[src/rtl/pm_event_pkg.sv]
package pm_event_pkg;
  typedef enum logic [1:0] {
    PS_D0    = 2'd0,
    PS_D1    = 2'd1,
    PS_D2    = 2'd2,
    PS_D3HOT = 2'd3
  } pstate_e;

  localparam int CSR_W      = 16;
  localparam int CSR_EN_BIT = 8;
  localparam int CSR_ST_BIT = 15;
  localparam int STATE_W    = 2;
  localparam int N_SUPPORT  = 5;
  localparam int COLD_IDX   = N_SUPPORT - 1;
endpackage

[src/rtl/pm_status_reg.sv]
module pm_status_reg #(
  parameter int N_WAKE = 3
) (
  input  logic              clk,
  input  logic              rst,
  input  logic [N_WAKE-1:0] wake_evt,
  input  logic              clr_req,
  output logic              status
);
  logic any_evt;

  always_comb begin
    any_evt = 1'b0;
    for (int i = 0; i < N_WAKE; i++) begin
      any_evt = any_evt | wake_evt[i];
    end
  end

  // Events dominate a coincident clear so no wake is lost.
  always_ff @(posedge clk) begin
    if (rst) begin
      status <= 1'b0;
    end else if (any_evt) begin
      status <= 1'b1;
    end else if (clr_req) begin
      status <= 1'b0;
    end
  end
endmodule

[src/rtl/pm_csr_reg.sv]
module pm_csr_reg
  import pm_event_pkg::*;
(
  input  logic                 clk,
  input  logic                 rst,
  input  logic                 wr,
  input  logic [CSR_W-1:0]     wdata,
  output logic                 pme_en,
  output logic [STATE_W-1:0]   state,
  output logic                 clr_req
);
  assign clr_req = wr & wdata[CSR_ST_BIT];

  always_ff @(posedge clk) begin
    if (rst) begin
      pme_en <= 1'b0;
      state  <= PS_D0;
    end else if (wr) begin
      pme_en <= wdata[CSR_EN_BIT];
      state  <= wdata[STATE_W-1:0];
    end
  end
endmodule

[src/rtl/pm_gate.sv]
module pm_gate
  import pm_event_pkg::*;
(
  input  logic                 clk,
  input  logic                 rst,
  input  logic                 status,
  input  logic                 dev_en,
  input  logic                 pme_en,
  input  logic [STATE_W-1:0]   state,
  input  logic [N_SUPPORT-1:0] mask,
  input  logic                 acpi_mode,
  input  logic                 isolated,
  output logic                 pme_oe,
  output logic                 io_dec_en,
  output logic                 mem_dec_en
);
  localparam int N_STATES = 1 << STATE_W;

  logic [N_STATES-1:0] allow_vec;
  logic                allowed;
  logic                dec_ok;

  genvar g;
  generate
    for (g = 0; g < N_STATES; g++) begin : g_allow
      if (g == 0) begin : g_d0
        assign allow_vec[g] = mask[g] & ~acpi_mode;
      end else begin : g_dn
        assign allow_vec[g] = mask[g];
      end
    end
  endgenerate

  assign allowed = isolated ? mask[COLD_IDX] : allow_vec[state];
  assign dec_ok  = (state == PS_D0) & ~isolated;

  always_ff @(posedge clk) begin
    if (rst) begin
      pme_oe     <= 1'b0;
      io_dec_en  <= 1'b1;
      mem_dec_en <= 1'b1;
    end else begin
      pme_oe     <= status & dev_en & pme_en & allowed;
      io_dec_en  <= dec_ok;
      mem_dec_en <= dec_ok;
    end
  end
endmodule

[src/rtl/pm_event_ctrl.sv]
module pm_event_ctrl
  import pm_event_pkg::*;
#(
  parameter int N_WAKE = 3
) (
  input  logic                 clk,
  input  logic                 rst,
  input  logic [N_WAKE-1:0]    wake_evt,
  input  logic                 dev_pme_en,
  input  logic                 pmcsr_wr,
  input  logic [CSR_W-1:0]     pmcsr_wdata,
  input  logic [N_SUPPORT-1:0] pmc_wake_mask,
  input  logic                 acpi_mode,
  input  logic                 isolated,
  output logic                 pme_oe,
  output logic                 pme_status,
  output logic                 pme_enable,
  output logic [STATE_W-1:0]   pwr_state,
  output logic                 io_dec_en,
  output logic                 mem_dec_en
);
  logic clr_req;

  pm_csr_reg u_csr (
    .clk    (clk),
    .rst    (rst),
    .wr     (pmcsr_wr),
    .wdata  (pmcsr_wdata),
    .pme_en (pme_enable),
    .state  (pwr_state),
    .clr_req(clr_req)
  );

  pm_status_reg #(.N_WAKE(N_WAKE)) u_sts (
    .clk     (clk),
    .rst     (rst),
    .wake_evt(wake_evt),
    .clr_req (clr_req),
    .status  (pme_status)
  );

  pm_gate u_gate (
    .clk       (clk),
    .rst       (rst),
    .status    (pme_status),
    .dev_en    (dev_pme_en),
    .pme_en    (pme_enable),
    .state     (pwr_state),
    .mask      (pmc_wake_mask),
    .acpi_mode (acpi_mode),
    .isolated  (isolated),
    .pme_oe    (pme_oe),
    .io_dec_en (io_dec_en),
    .mem_dec_en(mem_dec_en)
  );
endmodule

[config.mk]
export PLATFORM = sky130hd
export DESIGN_NAME = pm_event_ctrl
export DESIGN_NICKNAME = d
export VERILOG_FILES = /design/src/rtl/pm_event_pkg.sv /design/src/rtl/pm_status_reg.sv /design/src/rtl/pm_csr_reg.sv /design/src/rtl/pm_gate.sv /design/src/rtl/pm_event_ctrl.sv
export SDC_FILE = /design/constraint.sdc
export NUM_CORES = 1
export LEC_CHECK = 0
export ABC_AREA = 1
export ABC_CLOCK_PERIOD_IN_PS = 1180
export BUFFER_PORTS_ARGS = -buffer_cell sky130_fd_sc_hd__buf_4
export CORE_AREA = 2 2 39 41
export DETAILED_ROUTE_END_ITERATION = 10
export DIE_AREA = 0 0 41 43
export PLACE_DENSITY = 0.68
export SLEW_MARGIN = 20
export SYNTH_ARGS = -nofsm -noshare
export SYNTH_HDL_FRONTEND = slang
export SYNTH_SLANG_ARGS = --single-unit
[constraint.sdc]
create_clock -name clk -period 1.18 [get_ports clk]
set_input_delay 0.236 -clock clk [delete_from_list [all_inputs] [get_ports clk]]
set_output_delay 0.236 -clock clk [all_outputs]
set_load 0.01 [all_outputs]
======== Yosys cells after proc, flatten, opt, wreduce, memory -nomap -nowiden ========
Cells that the tools add are included.
operators by class
  magnitude comparators ................... 1
  bitwise logic cells ..................... 10
  mux-type cells .......................... 5
  reductions and logical operators ........ 2
operators by type and width
  operator              number
  $and A1 B1 Y1         6
  $mux W1               4
  $lt A2 B3 Y1 const B  1
  $bmux W1 S2           1
  $logic_not A2 Y1      1
  $not A1 Y1            2
  $or A1 B1 Y1          2
  $reduce_bool A2 Y1    1
storage, ports and cells
  register bits ........................... 6
  input port bits ......................... 30

======== Logic depth before layout (Yosys ltp) ========
  depth in word-level cells ............... 6
  gate-level depth with buffers ........... 5
  depth with buffers taken out ............ 5

======== Cells and area by module ========
From an unflattened synthesis, not the netlist that was laid out.
second synthesis, totals
  cells, all modules ...................... 50
  area, all modules ....................... 304.0 µm²
by module, submodules not included
  module         times used  area an instance (µm²)  cells each  sequential area each (µm²)
  pm_csr_reg     1           127.6                   21          60.1
  pm_gate        1           125.1                   20          40.0
  pm_status_reg  1           51.3                    9           20.0

======== Worst setup path after synthesis ========
Ideal clock, no wire load.
  path type ............................... register to register
  from .................................... register u_csr.state[0]
  to ...................................... register u_gate.pme_oe
  arrival time ............................ 717 ps
  required time ........................... 1066 ps
  buffers on the path ..................... 0
  library setup time ...................... 114 ps
  stages on the path, launching flop included .. 6
  path slack .............................. 349 ps
  cell sequence ........................... dfxtp_1 > inv_1 > nand2_1 > nand3_1 > nand2_1 > a21oi_2
on the way
  longest elaborated chain between the ends .. 4
RTL lines
  what                           line              text
  start, declared                pm_csr_reg.sv:9   output logic [STATE_W-1:0] state,
  start signal, assigned         pm_csr_reg.sv:20  state <= wdata[STATE_W-1:0];
  $bmux W1 S2                    pm_gate.sv:34     assign allowed = isolated ? mask[COLD_IDX] : allow_vec[state];
  $mux W1 (implied by the code)  pm_gate.sv:34
  $mux W1                        pm_gate.sv:34
  $and A1 B1 Y1                  pm_gate.sv:43     pme_oe <= status & dev_en & pme_en & allowed;
  end signal, assigned           pm_gate.sv:43
  end, declared                  pm_gate.sv:13     output logic pme_oe,
No other way between the ends. The select of a mux whose other input is x is not followed.
A chain may end at the register's enable or synchronous reset.

======== Worst setup path in the final report ========
  from .................................... register u_csr.state[1]
  to ...................................... output port pwr_state[1]
RTL lines
  what           line                 text
  end, declared  pm_event_ctrl.sv:18  output logic [STATE_W-1:0] pwr_state,
No word-level cell between the ends.

==> flow_summary.json <==
{
  "status": "completed",
  "synth_warnings": 0,
  "wirelength_um": 660,
  "cts.repair.resized": 0,
  "cts_tree": "done",
  "fin_nets": 96,
  "cts.clk_slew.worst_paths_ns": 0.05,
  "cp_max_fo": 5,
  "drt_iter0_markers": 2,
  "grt_pass1_wl_mm": 1.02,
  "critPathTopFamily": "flip-flops",
  "port_buffers": 24,
  "clock_latency_ns": 0.24,
  "grtUsageMet1": 0.0974,
  "async_reset_ff_frac": 0,
  "path_depth": 1,
  "dp_slack_ns": 0.339,
  "vias_per_cell": 4.13,
  "crit_chain": "buf_4",
  "max_stage_delay_ns": 0.39,
  "ios": 37,
  "crit_required_ns": 0.94,
  "synth.distinct_cells": 12,
  "synth_nets": 68,
  "p_sw_mw": 0.124,
  "grt_overflow": 0,
  "grtUsageTotal": 0.0937,
  "hold_path.class": "in2reg",
  "synth-seq-area-share": 0.451,
  "fp-row-count": 14,
  "post-route-util": 0.348,
  "tns_ns": 0,
  "dieWidth_um": 41,
  "drtAntennaViolNets": 0,
  "powerDensity_nw_per_um2": 1080,
  "num_vias": 330,
  "vdd.ir_drop.worst_mv": 0.475,
  "cts-htree-levels": 1,
  "r2r_slack_ns": 0.35,
  "ys_top_cells_by_area": "dfxtp_1, nand2_1, a21oi_1",
  "relSlewSlack": 0.888,
  "hold_start": "rst",
  "slowest_stage": "dfxtp_1",
  "synth_edf_count": 0,
  "place_area_um2": 459,
  "ys_ff_latch": 6,
  "p_comb_frac": 0.202,
  "hold_viol": 0,
  "synth_top_cell_by_area": "dfxtp_1",
  "seqPwrFrac": 0.433,
  "max_freq_ghz": 0.983,
  "synth_flop_cell": "dfxtp_1",
  "cts_buffers": 3,
  "rsz0062_at_grt": "false",
  "clock_path_buffers": 2,
  "dpl.hpwl_um": 537,
  "yosysMostFrequentCell": "nand2_1",
  "cts_setup_buffers": 0,
  "place_congestion": 0.624,
  "cts_sinks": 6,
  "syn_area_per_cell_um2": 7.01,
  "intPower_mw": 0.395,
  "die_y_um": 43,
  "worst-path-buf-inv": 1,
  "antennaDiodeCount": 0,
  "setup_violations": 0,
  "rr_worst_depth": 5,
  "grt_most_used_layer": "met2",
  "clockPowerShare": 0.365,
  "drv_slew": 0,
  "swShare": 0.239,
  "cap_violations": 0,
  "antenna_found_initial": 0,
  "grt_use_met3": 0.0785,
  "wl_per_cell_um": 8.25,
  "die-area_um2": 1760,
  "p_leak_nw": 0.254,
  "worstMarginPinSlew_ns": 0.168,
  "cp-end-kind": "primary output",
  "crit_arrival_ns": 0.78,
  "setup_ws_ns": 0.163,
  "synth_area_um2": 267,
  "grt_pass1_vias": 284,
  "met2_usage": 0.122,
  "drc": 0,
  "worstSetupPathType": "reg2out",
  "grt_max_degree": 7,
  "area_growth_pct": 80.8,
  "cts-root-buf": "clkbuf_4",
  "hold_buffers": 0,
  "cp-start-kind": "flip-flop",
  "reg2reg_to": "u_gate.pme_oe",
  "synth_commonest_cells": "nand2_1, dfxtp_1, inv_1",
  "stdcell_area_um2": 482,
  "post-route-period-util": 0.862,
  "start_util": 0.193,
  "period_needed_ns": 1.02,
  "drive_gt1_frac": 0.438,
  "drt_first_pass_iters": 3,
  "syn_inst": 38,
  "skew_ns": 0.00618,
  "core_um2": 1380,
  "crit_path_end": "pwr_state[1]",
  "reg2reg_from": "u_csr.state[0]",
  "synth_top_area_frac": 0.451,
  "crit_start": "u_csr.state[1]"
}
cell families (layout without fill, tap and decap cells):
group	after synthesis	count (layout)	synth area share
flip-flops	6	6	0.451
buffers and inverters	6	32	0.0986
AND/OR/NAND/NOR	19	19	0.286
AO/OA/AOI/OAI	7	7	0.164
registers in the layout (all words and copies together) (netlist names):
name,count
u_csr.pme_en,1
u_gate.pme_oe,1
u_sts.status,1
u_csr.state,2
u_gate.io_dec_en,1
power by group through the flow:
stage / Clock (mW) / Combinational [mW] / Sequential (mW)
after floorplan: 0 / 0.0337 / 0.232
after global placement: 0 / 0.105 / 0.228
after detailed placement: 0 / 0.106 / 0.228
after CTS: 0.201 / 0.107 / 0.224
after global routing: 0.218 / 0.119 / 0.226
final: 0.190 / 0.105 / 0.225
worst min-delay path by stage:
stage          slack [ns]  depth (start not counted)           end
3_3_place_gp         0.44                          2  u_sts.status
5_1_grt              0.19                          2  u_csr.pme_en
2_1_floorplan        0.31                          1  u_csr.pme_en
4_1_cts              0.18                          2  u_csr.pme_en
3_5_place_dp         0.45                          2  u_csr.pme_en
6_report             0.19                          2  u_csr.pme_en
through the flow:
step | power [mW] | instances | hold WS [ns]
global route | 0.562 | 80 | 0.186
global placement | 0.333 | 77 | 0.445
floorplan | 0.266 | 38 | 0.305
detailed placement | 0.335 | 77 | 0.448
finish | 0.519 | 80 | 0.191
CTS | 0.532 | 80 | 0.181
final cells by class:
| class | instances | area (um2) |
|---|---|---|
| clock buffer | 3 | 22.5 |
| fill | 158 | 902 |
| inverter | 5 | 18.8 |
| multi-input combinational | 26 | 120 |
| sequential | 6 | 120 |
| tap | 16 | 20.0 |
| timing repair buffer | 24 | 180 |
layer usage:
layer	vias up	routed length (um)	part of all wire
met5	-	0	0
met4	0	10	0.015
met3	2	88	0.13
met2	19	274	0.42
met1	135	286	0.43
li1	174	-	-
cells in the final DEF, fill, tap and decap left out:
cell type,n
o21bai_1,1
inv_1,5
a211oi_1,1
dfxtp_1,6
nand3_1,1
nand2_1,13
clkbuf_4,3
nor2_1,3
buf_4,24
a21oi_2,1
a21oi_1,4
nor3_1,1
nand4_1,1
No activity file was read; power rests on OpenSTA's default activity.
